`config.mk`:
```
export PLATFORM = sky130hd
export DESIGN_NAME = mdio_cmd_engine
export DESIGN_NICKNAME = d
export VERILOG_FILES = /design/src/rtl/mdio_cmd_pkg.sv /design/src/rtl/mdio_mdc_div.sv /design/src/rtl/mdio_frame_seq.sv /design/src/rtl/mdio_cmd_engine.sv
export SDC_FILE = /design/constraint.sdc
export NUM_CORES = 1
export LEC_CHECK = 0
export BUFFER_PORTS_ARGS = -buffer_cell sky130_fd_sc_hd__buf_4
export CAP_MARGIN = 20
export CORE_ASPECT_RATIO = 0.8
export CORE_MARGIN = 4
export CORE_UTILIZATION = 35
export DETAILED_ROUTE_END_ITERATION = 6
export PLACE_DENSITY_LB_ADDON = 0.05
export RECOVER_POWER = 25
export SLEW_MARGIN = 20
export SYNTH_ARGS = -nofsm -noshare
export SYNTH_HDL_FRONTEND = slang
export SYNTH_SLANG_ARGS = --single-unit
```
`constraint.sdc`:
```
create_clock -name clk -period 2.79 [get_ports clk]
set_input_delay 0 -clock clk [delete_from_list [all_inputs] [get_ports clk]]
set_output_delay 0 -clock clk [all_outputs]
set_load 0.03 [all_outputs]
```
`src/rtl/mdio_cmd_pkg.sv`:
```
package mdio_cmd_pkg;

    // command word fields; the host software decodes these positions
    localparam int BUSY_BIT = 20;
    localparam int RD_BIT   = 17;
    localparam int WR_BIT   = 16;
    localparam int PHY_LSB  = 8;
    localparam int REG_LSB  = 0;
    localparam int FLD_W    = 5;

    localparam logic [1:0] OFS_CMD  = 2'd0;
    localparam logic [1:0] OFS_DATA = 2'd1;
    localparam logic [1:0] OFS_STAT = 2'd2;

    typedef enum logic [1:0] {
        SEQ_IDLE,
        SEQ_WAIT,
        SEQ_RUN
    } seq_state_e;

    typedef struct packed {
        logic [FLD_W-1:0] phy;
        logic [FLD_W-1:0] regn;
        logic             rd;
        logic             wr;
    } cmd_fields_t;

endpackage

```
`src/rtl/mdio_mdc_div.sv`:
```
// Free-running even divider producing the management clock and
// one-cycle tick pulses that mark the clk edge at which it rises or falls.
module mdio_mdc_div #(
    parameter int CLK_DIV = 4
) (
    input  logic clk,
    input  logic rst_n,
    output logic mdc,
    output logic rise_tick,
    output logic fall_tick
);
    localparam int HALF = CLK_DIV / 2;
    localparam int CW   = (HALF > 1) ? $clog2(HALF) : 1;

    typedef struct packed {
        logic [CW-1:0] cnt;
        logic          mdc;
    } div_t;

    div_t div_d, div_q;
    logic terminal;

    assign terminal = (div_q.cnt == CW'(HALF - 1));

    always_comb begin
        div_d = div_q;
        if (terminal) begin
            div_d.cnt = '0;
            div_d.mdc = ~div_q.mdc;
        end else begin
            div_d.cnt = div_q.cnt + CW'(1);
        end
    end

    always_ff @(posedge clk) begin
        if (!rst_n) begin
            div_q <= '0;
        end else begin
            div_q <= div_d;
        end
    end

    assign mdc       = div_q.mdc;
    assign rise_tick = terminal && !div_q.mdc;
    assign fall_tick = terminal &&  div_q.mdc;


    mdc_toggle_chk: assert property (@(posedge clk) disable iff (!rst_n)
        !$stable(div_q.mdc) |-> $past(terminal));


    div_range_chk: assert property (@(posedge clk) disable iff (!rst_n)
        div_q.cnt <= CW'(HALF - 1));

endmodule

```
`src/rtl/mdio_frame_seq.sv`:
```
// Serialises one clause-22 frame and captures the read reply.
module mdio_frame_seq
    import mdio_cmd_pkg::*;
#(
    parameter int PRE_LEN = 32
) (
    input  logic             clk,
    input  logic             rst_n,
    input  logic             rise_tick,
    input  logic             fall_tick,
    input  logic             start,
    input  logic             is_rd,
    input  logic [FLD_W-1:0] phy,
    input  logic [FLD_W-1:0] regn,
    input  logic [15:0]      wval,
    input  logic             mdio_in,
    output logic             done,
    output logic [15:0]      rdata,
    output logic             rd_invalid,
    output logic             mdio_out,
    output logic             mdio_oe
);
    localparam int FRAME_LEN = PRE_LEN + 32;
    localparam int CW        = $clog2(FRAME_LEN);
    localparam int LAST      = FRAME_LEN - 1;
    localparam int TA1       = PRE_LEN + 14;
    localparam int TA2       = PRE_LEN + 15;
    localparam int DAT0      = PRE_LEN + 16;

    typedef struct packed {
        seq_state_e           state;
        logic                 is_rd;
        logic [CW-1:0]        cnt;
        logic [FRAME_LEN-1:0] tx;
        logic [15:0]          rx;
        logic                 bad;
        logic                 out;
        logic                 oe;
        logic                 done;
    } seq_t;

    seq_t seq_d, seq_q;
    logic [CW-1:0] cnt_nxt;

    assign cnt_nxt = seq_q.cnt + CW'(1);

    always_comb begin
        seq_d      = seq_q;
        seq_d.done = 1'b0;
        unique case (seq_q.state)
            SEQ_IDLE: begin
                if (start) begin
                    seq_d.state = SEQ_WAIT;
                    seq_d.is_rd = is_rd;
                    seq_d.bad   = 1'b0;
                    seq_d.rx    = '0;
                    seq_d.tx    = {{PRE_LEN{1'b1}}, 2'b01,
                                   is_rd ? 2'b10 : 2'b01,
                                   phy, regn,
                                   is_rd ? 2'b11 : 2'b10,
                                   is_rd ? 16'hFFFF : wval};
                end
            end
            SEQ_WAIT: begin
                if (fall_tick) begin
                    seq_d.state = SEQ_RUN;
                    seq_d.cnt   = '0;
                    seq_d.out   = seq_q.tx[LAST];
                    seq_d.tx    = seq_q.tx << 1;
                    seq_d.oe    = 1'b1;
                end
            end
            SEQ_RUN: begin
                if (fall_tick) begin
                    if (seq_q.cnt == CW'(LAST)) begin
                        seq_d.state = SEQ_IDLE;
                        seq_d.oe    = 1'b0;
                        seq_d.out   = 1'b1;
                        seq_d.done  = 1'b1;
                    end else begin
                        seq_d.cnt = cnt_nxt;
                        seq_d.out = seq_q.tx[LAST];
                        seq_d.tx  = seq_q.tx << 1;
                        seq_d.oe  = !(seq_q.is_rd && (cnt_nxt >= CW'(TA1)));
                    end
                end else if (rise_tick && seq_q.is_rd) begin
                    if (seq_q.cnt == CW'(TA2)) begin
                        seq_d.bad = mdio_in;
                    end else if (seq_q.cnt >= CW'(DAT0)) begin
                        seq_d.rx = {seq_q.rx[14:0], mdio_in};
                    end
                end
            end
            default: seq_d.state = SEQ_IDLE;
        endcase
    end

    always_ff @(posedge clk) begin
        if (!rst_n) begin
            seq_q       <= '0;
            seq_q.state <= SEQ_IDLE;
            seq_q.out   <= 1'b1;
        end else begin
            seq_q <= seq_d;
        end
    end

    assign done       = seq_q.done;
    assign rdata      = seq_q.rx;
    assign rd_invalid = seq_q.bad;
    assign mdio_out   = seq_q.out;
    assign mdio_oe    = seq_q.oe;


    out_on_fall_chk: assert property (@(posedge clk) disable iff (!rst_n)
        !fall_tick |=> $stable(mdio_out));


    read_release_chk: assert property (@(posedge clk) disable iff (!rst_n)
        (seq_q.state == SEQ_RUN && seq_q.is_rd && seq_q.cnt >= CW'(TA1)) |-> !mdio_oe);


    done_on_fall_chk: assert property (@(posedge clk) disable iff (!rst_n)
        done |-> $past(fall_tick));

endmodule

```
`src/rtl/mdio_cmd_engine.sv`:
```
// Register window plus management clock divider and frame sequencer.
module mdio_cmd_engine
    import mdio_cmd_pkg::*;
#(
    parameter int CLK_DIV = 4,
    parameter int PRE_LEN = 32
) (
    input  logic        clk,
    input  logic        rst_n,
    input  logic        bus_wr,
    input  logic        bus_rd,
    input  logic [1:0]  bus_addr,
    input  logic [31:0] bus_wdata,
    output logic [31:0] bus_rdata,
    output logic        mdc,
    input  logic        mdio_in,
    output logic        mdio_out,
    output logic        mdio_oe
);
    typedef struct packed {
        logic        busy;
        cmd_fields_t cmd;
        logic [15:0] wval;
        logic [15:0] rval;
        logic        invalid;
    } regs_t;

    regs_t regs_d, regs_q;

    logic        rise_tick, fall_tick;
    logic        accept;
    logic        seq_done, seq_bad;
    logic [15:0] seq_rdata;
    logic        unused_bits;

    assign unused_bits = ^{bus_wdata[31:21], bus_wdata[19:18],
                           bus_wdata[15:13], bus_wdata[7:5]};

    assign accept = bus_wr && (bus_addr == OFS_CMD) && !regs_q.busy &&
                    bus_wdata[BUSY_BIT] && (bus_wdata[RD_BIT] ^ bus_wdata[WR_BIT]);

    always_comb begin
        regs_d = regs_q;
        if (accept) begin
            regs_d.busy     = 1'b1;
            regs_d.cmd.rd   = bus_wdata[RD_BIT];
            regs_d.cmd.wr   = bus_wdata[WR_BIT];
            regs_d.cmd.phy  = bus_wdata[PHY_LSB +: FLD_W];
            regs_d.cmd.regn = bus_wdata[REG_LSB +: FLD_W];
        end
        if (bus_wr && (bus_addr == OFS_DATA) && !regs_q.busy) begin
            regs_d.wval = bus_wdata[15:0];
        end
        if (seq_done) begin
            regs_d.busy = 1'b0;
            if (regs_q.cmd.rd) begin
                regs_d.rval    = seq_rdata;
                regs_d.invalid = seq_bad;
            end
        end
    end

    always_ff @(posedge clk) begin
        if (!rst_n) begin
            regs_q <= '0;
        end else begin
            regs_q <= regs_d;
        end
    end

    always_comb begin
        bus_rdata = '0;
        if (bus_rd) begin
            unique case (bus_addr)
                OFS_CMD: begin
                    bus_rdata[BUSY_BIT]              = regs_q.busy;
                    bus_rdata[RD_BIT]                = regs_q.cmd.rd;
                    bus_rdata[WR_BIT]                = regs_q.cmd.wr;
                    bus_rdata[PHY_LSB +: FLD_W]      = regs_q.cmd.phy;
                    bus_rdata[REG_LSB +: FLD_W]      = regs_q.cmd.regn;
                end
                OFS_DATA: bus_rdata = {regs_q.rval, regs_q.wval};
                OFS_STAT: bus_rdata[0] = regs_q.invalid;
                default:  bus_rdata = '0;
            endcase
        end
    end

    mdio_mdc_div #(.CLK_DIV(CLK_DIV)) u_div (
        .clk       (clk),
        .rst_n     (rst_n),
        .mdc       (mdc),
        .rise_tick (rise_tick),
        .fall_tick (fall_tick)
    );

    mdio_frame_seq #(.PRE_LEN(PRE_LEN)) u_seq (
        .clk        (clk),
        .rst_n      (rst_n),
        .rise_tick  (rise_tick),
        .fall_tick  (fall_tick),
        .start      (accept),
        .is_rd      (bus_wdata[RD_BIT]),
        .phy        (bus_wdata[PHY_LSB +: FLD_W]),
        .regn       (bus_wdata[REG_LSB +: FLD_W]),
        .wval       (regs_q.wval),
        .mdio_in    (mdio_in),
        .done       (seq_done),
        .rdata      (seq_rdata),
        .rd_invalid (seq_bad),
        .mdio_out   (mdio_out),
        .mdio_oe    (mdio_oe)
    );


    busy_clear_chk: assert property (@(posedge clk) disable iff (!rst_n)
        $fell(regs_q.busy) |-> $past(seq_done));


    busy_hold_chk: assert property (@(posedge clk) disable iff (!rst_n)
        (regs_q.busy && bus_wr) |=> ($stable(regs_q.cmd) && $stable(regs_q.wval)));


    no_start_chk: assert property (@(posedge clk) disable iff (!rst_n)
        (bus_wr && bus_addr == OFS_CMD && !regs_q.busy && !bus_wdata[BUSY_BIT]) |=> !regs_q.busy);


    status_hold_chk: assert property (@(posedge clk) disable iff (!rst_n)
        !seq_done |=> $stable(regs_q.invalid));

endmodule

```
==> impl_metrics.env, run 1 <==
export IMPL_clk_latency_ns=0.42
export IMPL_setup_viol=0
export IMPL_finClkSkew_ns=0.00905
export IMPL_timing_final_ws_setup_ns=0.653
export IMPL_groute_usage_overall=0.159
export IMPL_place_ws_ns=0.671
export IMPL_path_class="reg -> reg"
export IMPL_initialDrtViolationCount=340
export IMPL_synthDistinctLibCells=37
export IMPL_rsz0062_at_grt="no"
export IMPL_cap_violations=0
export IMPL_peakVddDrop_mv=0.431
export IMPL_num_rows=43
export IMPL_status="complete, no violations"
export IMPL_dp_hpwl_um=9510
export IMPL_cts_setup_buffers=0
export IMPL_routed_wl_um=15600
export IMPL_postCtsHoldBufs=18
export IMPL_start_kind="register"
export IMPL_grtUsageMet3=0.0464
export IMPL_viasPerCell=5.03
export IMPL_ys_top_cells_by_area="dfxtp_1 (46%), nand2_1 (8.2%), nor2_1 (5.6%), a311oi_1 (4.8%), o21ai_0 (4.8%)"
export IMPL_antenna_found_initial=0
export IMPL_busiest_layer="met2"
export IMPL_r2r_cells=7
export IMPL_worstSetupEndpointType="register"
export IMPL_synth_fp_nets=825
export IMPL_finalMaxSlewViolations=0
export IMPL_area_growth_pct=20.5
export IMPL_core_um2=17300
export IMPL_netlist_area_um2=6150
export IMPL_root_buffer="clkbuf_16"
export IMPL_place_congestion=0.782
export IMPL_critPathRequiredTime_ns=3.11
export IMPL_wire_per_inst_um=14.7
export IMPL_tritoncts="done"
export IMPL_p_leak_uw=0.00252
export IMPL_drcViolationCount=0
export IMPL_numPortBuffers=60
export IMPL_hold_depth=3
export IMPL_hp_start="rst_n"
export IMPL_hold_viol_final=0
export IMPL_ant_nets=0
export IMPL_fin_crit_sh=0.766
export IMPL_start_util=0.356
export IMPL_nets=870
export IMPL_worst_r2r_setup_slack_ns=0.65
export IMPL_crit_fanout=68
export IMPL_postSynthAreaPerCell_um2=7.89
export IMPL_grt_overflow=0
export IMPL_drive_gt1_frac=0.106
export IMPL_die_area_um2=19800
export IMPL_whs_ns=0.0372
export IMPL_clk_path_buf_depth=2
export IMPL_synth_seq_cells=141
export IMPL_ys_seq_area_frac=0.459
export IMPL_gr_usage_met1=0.218
export IMPL_rr_startpoint="u_seq.seq_q[91]"
export IMPL_setup_tns_ns=0
export IMPL_die_x_um=156
export IMPL_diodes=0
export IMPL_min_period_ns=2.14
export IMPL_synth_top_cell_by_area="dfxtp_1"
export IMPL_relSlewSlack=0.108
export IMPL_htreeDepth=4
export IMPL_cts_made_buffers=17
export IMPL_r2r_end="u_seq.seq_q[66]"
export IMPL_n_fill_cell=1798
export IMPL_yosysWarnings=0
export IMPL_grt_max_degree=81
export IMPL_ios=74
export IMPL_final_common_cell="dfxtp_1"
export IMPL_clock_sinks=141
export IMPL_design_area_um2=7410
export IMPL_synthCells=780
export IMPL_p_per_area_nw_per_um2=650
export IMPL_dr_pass1_iters=5
export IMPL_postLayoutCoreUtil=0.429
export IMPL_cts_resized=0
export IMPL_cp_arrival_ns=2.46
export IMPL_clock_fmax_mhz=468
export IMPL_post_dp_cell_area_um2=6740
export IMPL_tightest_slew_ns=1.34
export IMPL_clkTransAtPathRegs_ns=0.06
export IMPL_use_met2=0.248
export IMPL_yosysTopAreaCellShare=0.459
export IMPL_hold_end="u_seq.seq_q[48]"
export IMPL_grt_pass1_wl_um=25600
export IMPL_via_count=5348
export IMPL_grt_pass1_vias=5010
export IMPL_die_y_um=127
export IMPL_holdCritPathClass="in -> reg"
export IMPL_layout_common_cells="dfxtp_1 (141), nand2_1 (134), nor2_1 (92)"
-- layer usage --
metal | part of all wire | vias to the layer above | wire length, um
met5 | 0 | - | 0
met4 | 0.0055 | 0 | 86
met3 | 0.053 | 10 | 818
met2 | 0.45 | 103 | 7010
met1 | 0.49 | 2498 | 7660
li1 | - | 2737 | -
-- Yosys cell counts, drive strengths merged --
library cell    n
o2111ai         1
and3           21
nand4b          2
nor2           92
nor3b           1
a211oi         13
a21oi          57
inv            45
nand4           3
xnor2           4
dfxtp         141
a311oi         34
or3             2
a221o           1
nor3            2
and4b           1
o31ai           1
nand2         134
nand2b          1
or2             2
nor2b           3
mux2            1
ha              6
o21ai          59
a32o            1
and2            3
mux2i          26
o2111a          1
clkbuf         50
nand3          52
buf            16
o211ai          4
-- state kept, by name, summed over array words and instances (netlist names) --
name,count
u_seq.mdio_oe,1
u_seq.mdio_out,1
regs_q,46
u_div.terminal,1
u_seq.seq_q,73
u_seq.rd_invalid,1
u_div.mdc,1
u_seq.done,1
u_seq.rdata,16
-- cells by family after synthesis --
| group | count (synthesis) | share of synthesized area |
|---|---|---|
| compound gates | 172 | 0.179 |
| fa+ha+maj | 6 | 0.0122 |
| simple gates | 319 | 0.224 |
| flops | 141 | 0.459 |
| buf+inv | 111 | 0.0759 |
| mux | 27 | 0.0441 |
| xor+xnor | 4 | 0.00569 |
-- worst max-delay path: stages (launching register included) --
cell,delay [ns]
dfxtp_1,0.33
inv_1,0.10
ha_1,0.34
inv_1,0.14
or3_4,0.42
o2111a_4,0.19
buf_12,0.19
a311oi_1,0.30
-- how the worst max path moves through the flow --
stage / start / cells past startpoint / slack, ns / end
6_report: u_seq.seq_q[91] / 7 / 0.65 / u_seq.seq_q[66]
5_1_grt: u_seq.seq_q[91] / 7 / 0.51 / u_seq.seq_q[88]
4_1_cts: u_seq.seq_q[91] / 7 / 0.66 / u_seq.seq_q[73]
3_5_place_dp: u_seq.seq_q[91] / 7 / 0.67 / u_seq.seq_q[73]
3_3_place_gp: u_seq.seq_q[91] / 7 / 0.73 / u_seq.seq_q[88]
2_1_floorplan: u_seq.seq_q[91] / 11 / 0.83 / u_seq.seq_q[27]
-- report_power, final --
part           switching, uW  internal, uW  leakage, uW
combinational            208           127      0.00108
sequential              33.4          2070      0.00114
clock                    889          1490     0.000291
total                   1130          3690      0.00252
-- layout make-up --
class / instances / area, um^2 / share of cell area
Multi-Input combinational cell: 528 / 2870 / 0.388
Sequential cell: 141 / 2820 / 0.381
Timing Repair Buffer: 92 / 643 / 0.0868
Clock buffer: 17 / 425 / 0.0574
Tap cell: 225 / 282 / 0.0380
Clock inverter: 15 / 195 / 0.0263
Inverter: 45 / 170 / 0.0230
-- metrics by stage --
stage / instances / power [uW]
3_5_place_dp: 1013 / 2470
3_3_place_gp: 1013 / 2460
6_report: 1063 / 4820
4_1_cts: 1063 / 4900
2_1_floorplan: 780 / 2360
5_1_grt: 1063 / 5020
No activity file was read; power rests on OpenSTA's default activity.
==> inputs of run 2 (changes only) <==
==> constraint.sdc (replaced) <==
create_clock -name clk -period 2.2 [get_ports clk]
set_input_delay 0 -clock clk [delete_from_list [all_inputs] [get_ports clk]]
set_output_delay 0 -clock clk [all_outputs]
set_load 0.03 [all_outputs]
==> run 2 against run 1 <==
  * Worst hold slack better by 0.10 ns
  * Final cell count is 0.19% higher
  * Die area stayed put
  * Design area is 0.83% higher
  * Critical path type unchanged
  * Critical endpoint is now u_seq.seq_q[71]
  * Largest cell class unchanged
==> impl_metrics.env, run 2 (synthesized netlist as in run 1, its figures left out) <==
export IMPL_status="complete, no violations"
export IMPL_wire_per_inst_um=14.2
export IMPL_crit_fanout=64
export IMPL_final_common_cell="dfxtp_1"
export IMPL_via_count=5248
export IMPL_clk_path_buf_depth=2
export IMPL_p_leak_uw=0.00254
export IMPL_timing_final_ws_setup_ns=0.211
export IMPL_grt_pass1_wl_um=25300
export IMPL_slowest_stage="dfxtp_1"
export IMPL_dr_pass1_iters=4
export IMPL_clock_fmax_mhz=503
export IMPL_cts_made_buffers=17
export IMPL_die_y_um=127
export IMPL_die_area_um2=19800
export IMPL_drcViolationCount=0
export IMPL_holdCritPathClass="in -> reg"
export IMPL_ant_nets=0
export IMPL_rsz0062_at_grt="no"
export IMPL_ios=74
export IMPL_layout_common_cells="dfxtp_1 (141), nand2_1 (134), nor2_1 (92)"
export IMPL_clkTransAtPathRegs_ns=0.06
export IMPL_cpPeakStageDelay_ns=0.44
export IMPL_start_util=0.356
export IMPL_place_ws_ns=0.131
export IMPL_initialDrtViolationCount=437
export IMPL_path_class="reg -> reg"
export IMPL_crit_chain="ha_4, nand4_1, or3_4, o2111a_4, buf_12, a311oi_1"
export IMPL_setup_tns_ns=0
export IMPL_grt_pass1_vias=5054
export IMPL_p_per_area_nw_per_um2=820
export IMPL_root_buffer="clkbuf_16"
export IMPL_num_rows=43
export IMPL_area_growth_pct=21.5
export IMPL_tightest_slew_ns=0.903
export IMPL_crit_buf_inv=1
export IMPL_largest_reg_flops=73
export IMPL_critPathRequiredTime_ns=2.53
export IMPL_setup_viol=0
export IMPL_tritoncts="done"
export IMPL_n_fill_cell=1742
export IMPL_cts_setup_buffers=0
export IMPL_grt_max_degree=82
export IMPL_numPortBuffers=60
export IMPL_diodes=0
export IMPL_hold_viol_final=0
export IMPL_cp_arrival_ns=2.32
export IMPL_drive_gt1_frac=0.111
export IMPL_routed_wl_um=15200
export IMPL_min_period_ns=1.99
export IMPL_nets=874
export IMPL_report_power_total_uw=6130
export IMPL_dp_hpwl_um=9190
export IMPL_worstSetupEndpointType="register"
export IMPL_cap_violations=0
export IMPL_start_kind="register"
export IMPL_viasPerCell=4.93
export IMPL_postLayoutCoreUtil=0.433
export IMPL_whs_ns=0.140
export IMPL_cpLargestDelayFamily="simple AND/OR/NAND/NOR gates"
export IMPL_finalMaxSlewViolations=0
export IMPL_htreeDepth=4
export IMPL_clock_sinks=141
export IMPL_die_x_um=156
export IMPL_peakVddDrop_mv=0.432
export IMPL_finClkSkew_ns=0.00887
export IMPL_relSlewSlack=0.398
export IMPL_core_um2=17300
export IMPL_clk_latency_ns=0.42
export IMPL_grt_overflow=0
export IMPL_place_congestion=0.791
export IMPL_antenna_found_initial=0
export IMPL_top_register="u_seq.seq_q"
export IMPL_fin_crit_sh=0.904
export IMPL_groute_usage_overall=0.158
run 2: cell count changes in the layout (fill, tap and decap cells not counted), moves of 2 or more:
cell | previous run | this run
clkinvlp_4 | 5 | 3
clkinv_4 | 0 | 2
buf_4 | 36 | 38
inv_6 | 2 | 0
clkbuf_8 | 0 | 2
clkinv_2 | 5 | 1
run 2: where the power goes:
part           switching (uW)  total (uW)  internal (uW)
combinational             260         425            165
sequential               42.1        2670           2630
clock                    1090        3040           1950
total                    1390        6130           4740
run 2: cell type report:
cell class	count	area, um^2	area share
clock buffer	20	457	0.0611
timing repair buffer	96	681	0.0911
tap	225	282	0.0377
multi-input combinational	528	2900	0.388
clock inverter	10	165	0.0221
sequential	141	2820	0.378
inverter	45	170	0.0228
run 2: what timing repair did:
item,4_1_cts,5_1_grt
setup endpoints to repair,0,47
resized for setup,0,5
hold buffers,19,0
endpoints found under the hold margin,40,0
run 2: per-stage QoR:
| step | instance area (um^2) | cells |
|---|---|---|
| 5_1_grt | 7470 | 1065 |
| 6_report | 7470 | 1065 |
| 3_5_place_dp | 6780 | 1016 |
| 2_1_floorplan | 6150 | 780 |
| 4_1_cts | 7590 | 1065 |
| 3_3_place_gp | 6780 | 1016 |
run 2: worst paths after layout:
kind              cells after the start       startpoint  slack [ns]               to
hold / removal                        4    bus_wdata[20]        0.14       regs_q[33]
setup / recovery                      6  u_seq.seq_q[85]        0.21  u_seq.seq_q[71]
hold reg to reg                       2       regs_q[10]        0.45       regs_q[10]
setup reg to reg                      6  u_seq.seq_q[85]        0.21  u_seq.seq_q[71]
run 2: metal layers:
layer	track usage	routed length, um	vias to the layer above
met1	0.221	7740	2411
met5	0	0	-
li1	-	-	2743
met2	0.241	6570	81
met4	0.0490	170	0
met3	0.0375	666	13
run 2: worst reg2reg max path, stage by stage, from the launching register on:
cell	delay (ns)
dfxtp_1	0.44
ha_4	0.20
nand4_1	0.14
or3_4	0.40
o2111a_4	0.20
buf_12	0.20
a311oi_1	0.32
